`config.mk`:
```
export PLATFORM = sky130hd
export DESIGN_NAME = panel_cfg_spi
export DESIGN_NICKNAME = d
export VERILOG_FILES = /design/src/rtl/panel_cfg_spi.sv
export SDC_FILE = /design/constraint.sdc
export NUM_CORES = 1
export LEC_CHECK = 0
export BUFFER_PORTS_ARGS = -buffer_cell sky130_fd_sc_hd__buf_2
export CAP_MARGIN = 5
export CORE_ASPECT_RATIO = 1.1
export CORE_UTILIZATION = 25
export CTS_CLUSTER_SIZE = 28
export DETAILED_ROUTE_END_ITERATION = 10
export MAX_ROUTING_LAYER = met4
export PLACE_DENSITY_LB_ADDON = 0.08
export SLEW_MARGIN = 40
export SYNTH_ARGS = -nofsm -noshare
export SYNTH_HDL_FRONTEND = slang
export SYNTH_SLANG_ARGS = --single-unit
export TNS_END_PERCENT = 10
```
`constraint.sdc`:
```
create_clock -name clk -period 5.2 [get_ports clk]
set_input_delay 1.04 -clock clk [delete_from_list [all_inputs] [get_ports clk]]
set_output_delay 1.04 -clock clk [all_outputs]
set_load 0.02 [all_outputs]
```
`src/rtl/panel_cfg_spi.sv`:
```
module panel_cfg_spi #(
  parameter int          ADDR_MAX = 68,
  parameter logic [7:0]  CHIP_ID  = 8'h96
) (
  input  logic        clk,
  input  logic        rst_n,
  input  logic        cs_n,
  input  logic        sck,
  input  logic        mosi,
  output logic        miso,
  output logic [7:0]  vcom_amp_o,
  output logic [7:0]  vcom_high_o,
  output logic [7:0]  vreg_o,
  output logic [7:0]  entry_o,
  output logic [7:0]  pwr_o,
  output logic [7:0]  vbp_o,
  output logic [7:0]  hbp_o,
  output logic [7:0]  pol_o,
  output logic [7:0]  ifc_o,
  output logic [63:0] gamma_o
);
  localparam logic [6:0] AMAX    = ADDR_MAX[6:0];
  localparam logic [6:0] RST_REG = 7'd4;

  function automatic logic [7:0] dflt(input int a);
    case (a)
      1:       return 8'h0F;
      2:       return 8'h2E;
      3:       return 8'h12;
      4:       return 8'h01;
      6:       return 8'h03;
      10:      return 8'h09;
      default: return 8'h00;
    endcase
  endfunction

  logic [1:0] cs_q, mosi_q;
  logic [2:0] sck_q;
  logic [4:0] bitcnt;
  logic [6:0] sh;
  logic [6:0] addr;
  logic       rd;
  logic [7:0] tx;
  logic [7:0] rdval;
  logic [7:0] regs [0:ADDR_MAX];

  wire       cs_act   = ~cs_q[1];
  wire       sck_rise = sck_q[1] & ~sck_q[2];
  wire       sck_fall = ~sck_q[1] & sck_q[2];
  wire [7:0] shn      = {sh, mosi_q[1]};
  wire       wr_commit = cs_act & sck_rise & (bitcnt == 5'd15) & ~rd;
  wire       glob_rst  = wr_commit & (addr == RST_REG) & ~shn[0];
  wire       wr_ok     = wr_commit & (addr != 7'd0) & (addr <= AMAX);

  always_comb begin
    if (shn[6:0] == 7'd0)      rdval = CHIP_ID;
    else if (shn[6:0] > AMAX)  rdval = 8'h00;
    else                       rdval = regs[shn[6:0]];
  end

  always_ff @(posedge clk or negedge rst_n) begin
    if (!rst_n) begin
      cs_q   <= 2'b11;
      sck_q  <= 3'b000;
      mosi_q <= 2'b00;
      bitcnt <= 5'd0;
      sh     <= 7'd0;
      addr   <= 7'd0;
      rd     <= 1'b0;
      tx     <= 8'h00;
    end else begin
      cs_q   <= {cs_q[0], cs_n};
      sck_q  <= {sck_q[1:0], sck};
      mosi_q <= {mosi_q[0], mosi};
      if (!cs_act) begin
        bitcnt <= 5'd0;
        tx     <= 8'h00;
      end else if (sck_rise && bitcnt != 5'd16) begin
        sh     <= shn[6:0];
        bitcnt <= bitcnt + 5'd1;
        if (bitcnt == 5'd7) begin
          addr <= shn[6:0];
          rd   <= shn[7];
          tx   <= shn[7] ? rdval : 8'h00;
        end
      end else if (sck_fall && bitcnt >= 5'd9 && bitcnt <= 5'd15) begin
        tx <= {tx[6:0], 1'b0};
      end
    end
  end

  always_ff @(posedge clk or negedge rst_n) begin
    if (!rst_n) begin
      for (int i = 0; i <= ADDR_MAX; i++) regs[i] <= dflt(i);
    end else if (glob_rst) begin
      for (int i = 0; i <= ADDR_MAX; i++) regs[i] <= dflt(i);
    end else if (wr_ok) begin
      regs[addr] <= shn;
    end
  end

  assign miso = cs_act & rd & (bitcnt >= 5'd8) & (bitcnt <= 5'd15) & tx[7];

  assign vcom_amp_o  = regs[1];
  assign vcom_high_o = regs[2];
  assign vreg_o      = regs[3];
  assign entry_o     = regs[6];
  assign pwr_o       = regs[7];
  assign vbp_o       = regs[8];
  assign hbp_o       = regs[9];
  assign pol_o       = regs[10];
  assign ifc_o       = regs[11];

  for (genvar g = 0; g < 8; g++) begin : g_gamma
    assign gamma_o[8*g +: 8] = regs[16+g];
  end

  assert_write_only_at_end_R2: assert property (@(posedge clk) disable iff (!rst_n)
    !wr_commit |=> ($stable(vcom_amp_o) && $stable(pol_o) && $stable(gamma_o)));

  assert_global_restore_R6: assert property (@(posedge clk) disable iff (!rst_n)
    glob_rst |=> (vcom_amp_o == 8'h0F && vcom_high_o == 8'h2E && vreg_o == 8'h12 &&
                  entry_o == 8'h03 && pol_o == 8'h09 && gamma_o == 64'd0));

  assert_abort_restart_R7: assert property (@(posedge clk) disable iff (!rst_n)
    !cs_act |=> (bitcnt == 5'd0));

  assert_unmapped_write_ignored_R8: assert property (@(posedge clk) disable iff (!rst_n)
    (wr_commit && (addr == 7'd0 || addr > AMAX)) |=>
      ($stable(gamma_o) && $stable(pwr_o) && $stable(vcom_amp_o)));

  assert_miso_quiet_R3: assert property (@(posedge clk) disable iff (!rst_n)
    cs_q[1] |-> !miso);

  assert_count_saturates_R10: assert property (@(posedge clk) disable iff (!rst_n)
    bitcnt <= 5'd16);
endmodule

```
# Word level (Yosys, flattened, before mapping)
# Index checks and enable logic that the tools add are counted.
# Widths: inputs -> output; s select.
[classes]
n_addsub = 1
magnitude_cmp = 8
eq_ne = 5
mux = 17
bitwise = 20
n_reduce_logical = 12
[ops]
columns = ["operator", "count"]
rows = [
  ["$mux 552", 2],
  ["$bwmux 552", 1],
  ["$mux 8", 10],
  ["$bmux 8 s7", 1],
  ["$demux 8 s7", 1],
  ["$ge 8x8->1 const B", 2],
  ["$not 7->8", 2],
  ["$and 1x1->1", 13],
  ["$ge 5x4->1 const B", 2],
  ["$mux 5", 2],
  ["$lt 8x1->1 const B", 1],
  ["$eq 7x3->1 const B", 1],
  ["$gt 7x7->1 const B", 1],
  ["$le 7x7->1 const B", 1],
  ["$logic_not 7->1", 1],
  ["$reduce_bool 7->1", 1],
  ["$add 5x1->5 const B", 1],
  ["$eq 5x3->1 const B", 1],
  ["$eq 5x4->1 const B", 1],
  ["$le 5x4->1 const B", 1],
  ["$ne 5x5->1 const B", 1],
  ["$not 1->1", 5],
  ["$logic_and 1x1->1", 4],
  ["$reduce_and 2->1", 2],
  ["4 further kinds", 5],
]
[word_totals]
reg_bits = 587
elab_cells = 140

# Longest topological paths before layout
# Gate-level depths: netlist of run 1.
[depth]
word_depth = 10
depth_mapped = 11

# Worst setup path after synthesis of run 1
# No wires, ideal clock.
[synth_timing]
path_kind = "flip-flop to flip-flop"
from = "reg bitcnt[0]"
to = "reg regs (netlist bit gamma_o[3])"
arrival_ns = 2.445
t_required_ns = 5.068
setup_slack_ns = 2.623
path_stages_with_launch = 11
path_buffers = 1
synth_period_minus_slack_ns = 2.577
path_cell_list = "dfrtp_1 > ha_1 > and3_1 > ha_1 > nor3b_4 > o21ai_2 > or4_4 > or4_4 > buf_6 > mux2i_1 > nor2_1"
[synth_via]
elab_chain_cells = 6
elab_cells_between_ends = 9
classes_between = "eq/ne (1); mux (1); bitwise (6); reduce/logical (1)"
[synth_rtl]
columns = ["item", "line_no", "source"]
rows = [
  ["start: declaration", "39", "logic [4:0] bitcnt;"],
  ["start signal: assignment", "80", "bitcnt <= bitcnt + 5'd1;"],
  ["$eq 5x4->1 (*)", "51", "wire wr_commit = cs_act & sck_rise & (bitcnt == 5'd15) & ~rd;"],
  ["$and 1x1->1 (*) (2 in series)", "51", ""],
  ["$and 1x1->1, on equally long branches (2 in series)", "52, 53", ""],
  ["$mux 552 / $reduce_bool 2->1 (equally long branches)", "n/a", ""],
  ["end signal: indexed assignment", "98", "regs[addr] <= shn;"],
  ["end: declaration", "45", "logic [7:0] regs [0:ADDR_MAX];"],
]
# Every way passes the cells marked *; elsewhere a longest branch is shown, timed or not.
# A chain may end at the register's enable or synchronous reset.

# Final worst setup path of run 1
[layout_timing]
from = "reg bitcnt[0]"
to = "out miso"
[layout_via]
elab_chain_cells = 4
elab_cells_between_ends = 5
classes_between = "order compare (2); bitwise (3)"
[layout_rtl]
columns = ["item", "line_no", "source"]
rows = [
  ["$ge 5x4->1", "102", "assign miso = cs_act & rd & (bitcnt >= 5'd8) & (bitcnt <= 5'd15) & tx[7];"],
  ["$and 1x1->1", "102", ""],
  ["$and 1x1->1 (*) (2 in series)", "102", ""],
  ["end: declaration", "10", "output logic miso,"],
]
# Marks and branches as above.

==> results.toml, run 1 <==
[synth]
yosysWarningCount = 0
synth_top_area_cell = "dfrtp_1"
synth_area_um2 = 29900
syn_nets = 3129
ys_seq_area_share_pct = 49.1
syn_area_per_cell_um2 = 9.60
yosys_register_bits = 587
synth_top_family_by_area = "simple AND/OR/NAND/NOR gates"
synthMuxAreaShare_pct = 13.5
synth_xor_area_share_pct = 0.0878
synthTopCellsByArea = "dfrtp_1 48%, mux4_2 9.9%, a21oi_1 9.1%, nand2_1 7.0%, nand3_1 6.6%"
synthCells = 3120
ys_async_sr_fraction_pct = 100
synthDistinctLibCells = 59
synthSimpleGateAreaFrac_pct = 17.4
synth_compound_area_share_pct = 11.6
synth_edf_count = 0
synth_commonest_cells = "570 x dfrtp_1, 557 x nand2_1, 542 x a21oi_1"
synthFlopType = "dfrtp_1"
yosysTopAreaCellShare_pct = 47.6
synthAdderAreaFrac_pct = 0.167
yosysMostFrequentCell = "dfrtp_1"

[cts]
cts_setup_buffers = 0
cts_hold_buf = 0
cts_tree = "built"
clkSinkCount = 587
cts-root-buf = "clkbuf_16"
path_clk_slew_ns = 0.06
htreeDepth = 3
clk_latency_ns = 0.63
cts-buffers-inserted = 73
cts.path.max_buffers = 3
post_cts_resize_count = 0

[grt]
grt.overflow.total = 0
grt_pass1_vias = 23967
track_usage_pct = 19.7
antenna_found_initial = 1
grt_pass1_wl_um = 173000
grt_max_degree = 118

[setup_path]
cp_data_required_time_ns = 4.16
crit_top_cell = "ha_1"
endpoint_kind = "output pin"
cp_slowest_stage_delay_ns = 0.48
worstPathArrival_ns = 2.56
startpoint = "bitcnt[0]"
r2r-start = "bitcnt[0]"
setup.worst_path.class = "register to output pin"
start_kind = "register"
crit_chain = "ha_1, and3_1, ha_1, o22ai_1, nor3_1, buf_2"
cp_slowest_cell = "dfrtp_1"
cp_max_fo = 7

[drt]
dr.max_layer_used = "met4"
drt_iter0_markers = 1856
antenna_left = 0
route.detailed.drc = 0
wl_per_cell_um = 25.3
wl_met1_um = 52100
wl_um = 116000
via_per_inst = 5.15
met3_length_um = 5210
met2_length_um = 56700
vias = 23670
dr.pass1.iters = 6

[sta]
slew-limit-headroom_pct = 44.0
fin_skew_ns = 0.0192
rsz0062_at_grt = "false"
hold_viol_final = 0
final.period_utilization_pct = 69.2
fmax_mhz = 278
tns_ns = 0
worst_slew_pin_slew_ns = 0.839
setup_viol = 0
slew_viol_final = 0
fin_crit_ns = 3.60

[floorplan]
rows = 132
core_um2 = 118000
die-area_um2 = 121000
io_pins = 142
die_w_um = 332
initial_core_util_pct = 25.3
die_h_um = 365

[placed_design]
port_buffers = 141
gp_congestion = 0.788
dp_cells = 4468
post_dp_cell_area_um2 = 31400
hpwl_um = 73100

[power_and_ir_drop]
peakVddDrop_mv = 0.165
power.total_mw = 11.9
p_leak_nw = 14.6
power_density_nw_per_um2 = 352

[cells_and_area]
final_core_util_pct = 28.6
instances_no_fill = 4597
design_area_um2 = 33800
syn_to_final_growth_pct = 13.0
final_nets = 3013
drive_above_1_share_pct = 18.7

[run_status]
outcome = "completed"

[job]
max_cap_viol_count = 0

[min_path]
hold_class = "input port to asynchronous set/reset pin"
## registers in the layout, indices dropped and copies added (netlist names), 5 cells and up
register,flops
addr,7
vcom_amp_o,8
vbp_o,8
pwr_o,8
entry_o,8
bitcnt,5
sh,7
vcom_high_o,8
tx,8
gamma_o,64
regs,416
pol_o,8
ifc_o,8
hbp_o,8
vreg_o,8
## where the power goes
| part | leakage (nW) | internal (mW) | switching (mW) |
|---|---|---|---|
| registers | 8.11 | 4.62 | 0.289 |
| logic | 5.27 | 0.470 | 1.32 |
| clock network | 1.18 | 3.12 | 2.09 |
| total | 14.6 | 8.21 | 3.71 |
## cell families after synthesis
family                   after synthesis
AO/OA/AOI/OAI                        648
AND/OR/NAND/NOR                     1183
XOR/XNOR                               3
multiplexers                         237
adder cells (fa/ha/maj)                4
flip-flops                           587
buffers and inverters                458
## worst max-delay path, delay by kind of cell (launching register included)
family	cells	cell delay [ns]
AND/OR/NAND/NOR	2	0.66
flip-flops	1	0.48
adder cells (fa/ha/maj)	2	0.43
buffers and inverters	1	0.28
AO/OA/AOI/OAI	1	0.09
## routing by layer
layer / track usage, % / up-vias
li1: - / 10552
met1: 25.9 / 12325
met2: 32.3 / 679
met3: 2.17 / 114
met4: 4.99 / 0
met5: - / -
## cell type report
cell class / instances / area, µm²
multi-input combinational: 2075 / 12900
sequential: 587 / 14700
antenna: 1 / 2.50
fill: 12300 / 84400
timing repair buffer: 246 / 1780
tap: 1541 / 1930
clock buffer: 104 / 2120
clock inverter: 22 / 265
inverter: 21 / 78.8
## stage by stage
step,hold WS (ns),worst slack [ns]
after global routing,0.302,1.39
final,0.301,1.60
after global placement,0.335,1.69
after detailed placement,0.338,1.65
after floorplan,0.331,2.62
after CTS,0.351,1.64
## worst paths after layout
path | to | slack, ns | cells after the start
min in group clk | mosi_q[1] | 0.35 | 0
hold reg to reg | mosi_q[1] | 0.35 | 0
setup reg to reg | regs[72] | 1.65 | 10
setup / recovery | miso | 1.60 | 6
max in group asynchronous | regs[220] | 3.55 | 3
hold / removal | ifc_o[6] | 0.30 | 1
## placed cells by master, fill, tap and decap left out, drive strengths merged, types with 4 or more instances in the layout
master / synthesis / final
mux2: 17 / 17
clkbuf: 177 / 104
nor3: 10 / 10
nand2: 562 / 562
a22oi: 5 / 5
a21oi: 542 / 542
nor2: 136 / 136
o21ai: 34 / 34
bufinv: 0 / 6
buf: 260 / 246
and2: 24 / 24
nor4: 5 / 5
mux2i: 88 / 88
mux4: 132 / 132
a21o: 5 / 5
o22a: 5 / 5
clkinv: 0 / 14
nand3: 394 / 394
nor2b: 11 / 11
dfrtp: 570 / 570
o211ai: 4 / 4
nand4: 10 / 10
dfstp: 17 / 17
and3: 7 / 7
a221oi: 32 / 32
inv: 21 / 21
nand2b: 9 / 9
a211oi: 6 / 6
ha: 4 / 4
Power figures use the tool's default switching activity.
==> run 2, diff against run 1 <==
==> constraint.sdc (replaced) <==
create_clock -name clk -period 3.5 [get_ports clk]
set_input_delay 0.7 -clock clk [delete_from_list [all_inputs] [get_ports clk]]
set_output_delay 0.7 -clock clk [all_outputs]
set_load 0.02 [all_outputs]
==> run 2 against run 1 <==
Effect of this change: combinational power is 62% higher; cell count is 1.2% higher; critical endpoint unchanged; highest routed layer unchanged; count of clock-buffer cells in the layout is 11 higher; die area stayed put; global-route usage is 0.21 points higher; sequential power is 46% higher.
==> results.toml, run 2 (synthesis gave the netlist of run 1 again) <==
[power_and_ir_drop]
p_switching_mw = 5.51
power_density_nw_per_um2 = 514
pwr-share-seq_pct = 40.8
p_leak_nw = 14.8
switching_share_pct = 31.2
power.total_mw = 17.6
p_int_mw = 12.1
pwr-share-comb_pct = 16.4
peakVddDrop_mv = 0.281
clkPwrFrac_pct = 42.8

[sta]
timing.final.ws_setup_ns = 0.134
final.period_utilization_pct = 96.2
fin_hold_ws_ns = 0.172
worst_slew_pin_slew_ns = 0.708
slew_viol_final = 0
fmax_mhz = 297
fin_skew_ns = 0.0253
fin_crit_ns = 3.37
tns_ns = 0
hold_viol_final = 0
slew-limit-headroom_pct = 52.5
setup_viol = 0
rsz0062_at_grt = "false"

[drt]
antenna_left = 0
dr.pass1.iters = 5
wl_per_cell_um = 25.3
wl_um = 118000
vias = 23899
route.detailed.drc = 0
via_per_inst = 5.14
drt_iter0_markers = 1928

[grt]
track_usage_pct = 19.9
grt.overflow.total = 0
grt_max_degree = 92
antenna_found_initial = 0
grt_pass1_vias = 24263
grt_pass1_wl_um = 176000

[placed_design]
dp_cells = 4522
gp_congestion = 0.811
port_buffers = 141
post_dp_cell_area_um2 = 32000
hpwl_um = 76200
dp_worst_setup_slack_ns = 0.344

[cells_and_area]
fillers = 12292
regMostFlops = "regs"
design_area_um2 = 34300
n_antenna_cell = 0
instances_no_fill = 4653
syn_to_final_growth_pct = 14.6
drive_above_1_share_pct = 19.8
final_cell_mix = "562 x dfrtp_1, 557 x nand2_1, 542 x a21oi_1"
largest_register_ffs = 416
final_core_util_pct = 29.0
layout_commonest_cell = "dfrtp_1"
final_nets = 3065

[job]
max_cap_viol_count = 0

[setup_path]
start_kind = "register"
worstPathArrival_ns = 2.67
endpoint_kind = "output pin"
crit_chain = "ha_1, and3_1, ha_1, o22ai_1, nor3_1, buf_2"
cp_max_fo = 7
cp_data_required_time_ns = 2.80
rrSetupSlack_ns = 0.33
crit_top_cell = "ha_1"
critPathTopFamily = "simple AND/OR/NAND/NOR gates"
setup.worst_path.class = "register to output pin"
cp_slowest_stage_delay_ns = 0.60
cp_slowest_cell = "nor3_1"
cp.buffers_inverters = 1

[cts]
cts_tree = "built"
cts-buffers-inserted = 72
post_cts_resize_count = 0
path_clk_slew_ns = 0.06
htreeDepth = 3
clkSinkCount = 587
cts-root-buf = "clkbuf_16"
clk_latency_ns = 0.63
cts.path.max_buffers = 3

[floorplan]
die-area_um2 = 121000
rows = 132
die_h_um = 365
io_pins = 142
initial_core_util_pct = 25.3
die_w_um = 332
core_um2 = 118000

[min_path]
hold_class = "input port to register"

[run_status]
outcome = "completed"
==> run 2: cell count changes in the layout (fill, tap and decap cells not counted), moves of 3 or more <==
cell and change:
buf_4 +43, buf_12 +15, clkbuf_1 +7, bufinv_16 -5, buf_6 -4, clkinv_2 -3
inv_6 +3
==> run 2: metal layers <==
metal | up-vias | part of all wire, % | global-route usage [%]
met5 | - | 0 | -
met4 | 0 | 2.0 | 4.79
met1 | 12549 | 45 | 26.2
met2 | 579 | 49 | 32.6
met3 | 125 | 3.6 | 2.35
li1 | 10646 | - | -
==> run 2: worst paths after layout <==
path / cells after the start / startpoint / end
worst max-delay path: 6 / bitcnt[0] / miso
worst min-delay path: 1 / cs_n / cs_q[0]
worst max register to register: 10 / bitcnt[0] / regs[88]
worst min register to register: 0 / mosi_q[0] / mosi_q[1]
max in group asynchronous: 3 / rst_n / mosi_q[1]
min in group asynchronous: 2 / rst_n / vbp_o[1]
==> run 2: area by class of cell <==
type | count | area (µm²) | share of cell area [%]
Sequential cell | 587 | 14700 | 43.0
Tap cell | 1541 | 1930 | 5.62
Clock inverter | 15 | 111 | 0.325
Timing Repair Buffer | 299 | 2320 | 6.75
Multi-Input combinational cell | 2075 | 12900 | 37.6
Inverter | 21 | 78.8 | 0.230
Clock buffer | 115 | 2230 | 6.49
==> run 2: what timing repair did <==
item / in CTS / in global routing
hold buffers: 1 / 0
buffers inserted: 0 / 0
endpoints found under the hold margin: 7 / 0
==> run 2: power groups by stage <==
stage	sequential, mW	combinational (mW)	clock, mW
3_5_place_dp	7.32	2.96	0
4_1_cts	7.20	2.96	7.78
2_1_floorplan	6.99	1.58	0
5_1_grt	7.21	3.08	8.04
6_report	7.19	2.90	7.54
3_3_place_gp	7.32	2.97	0
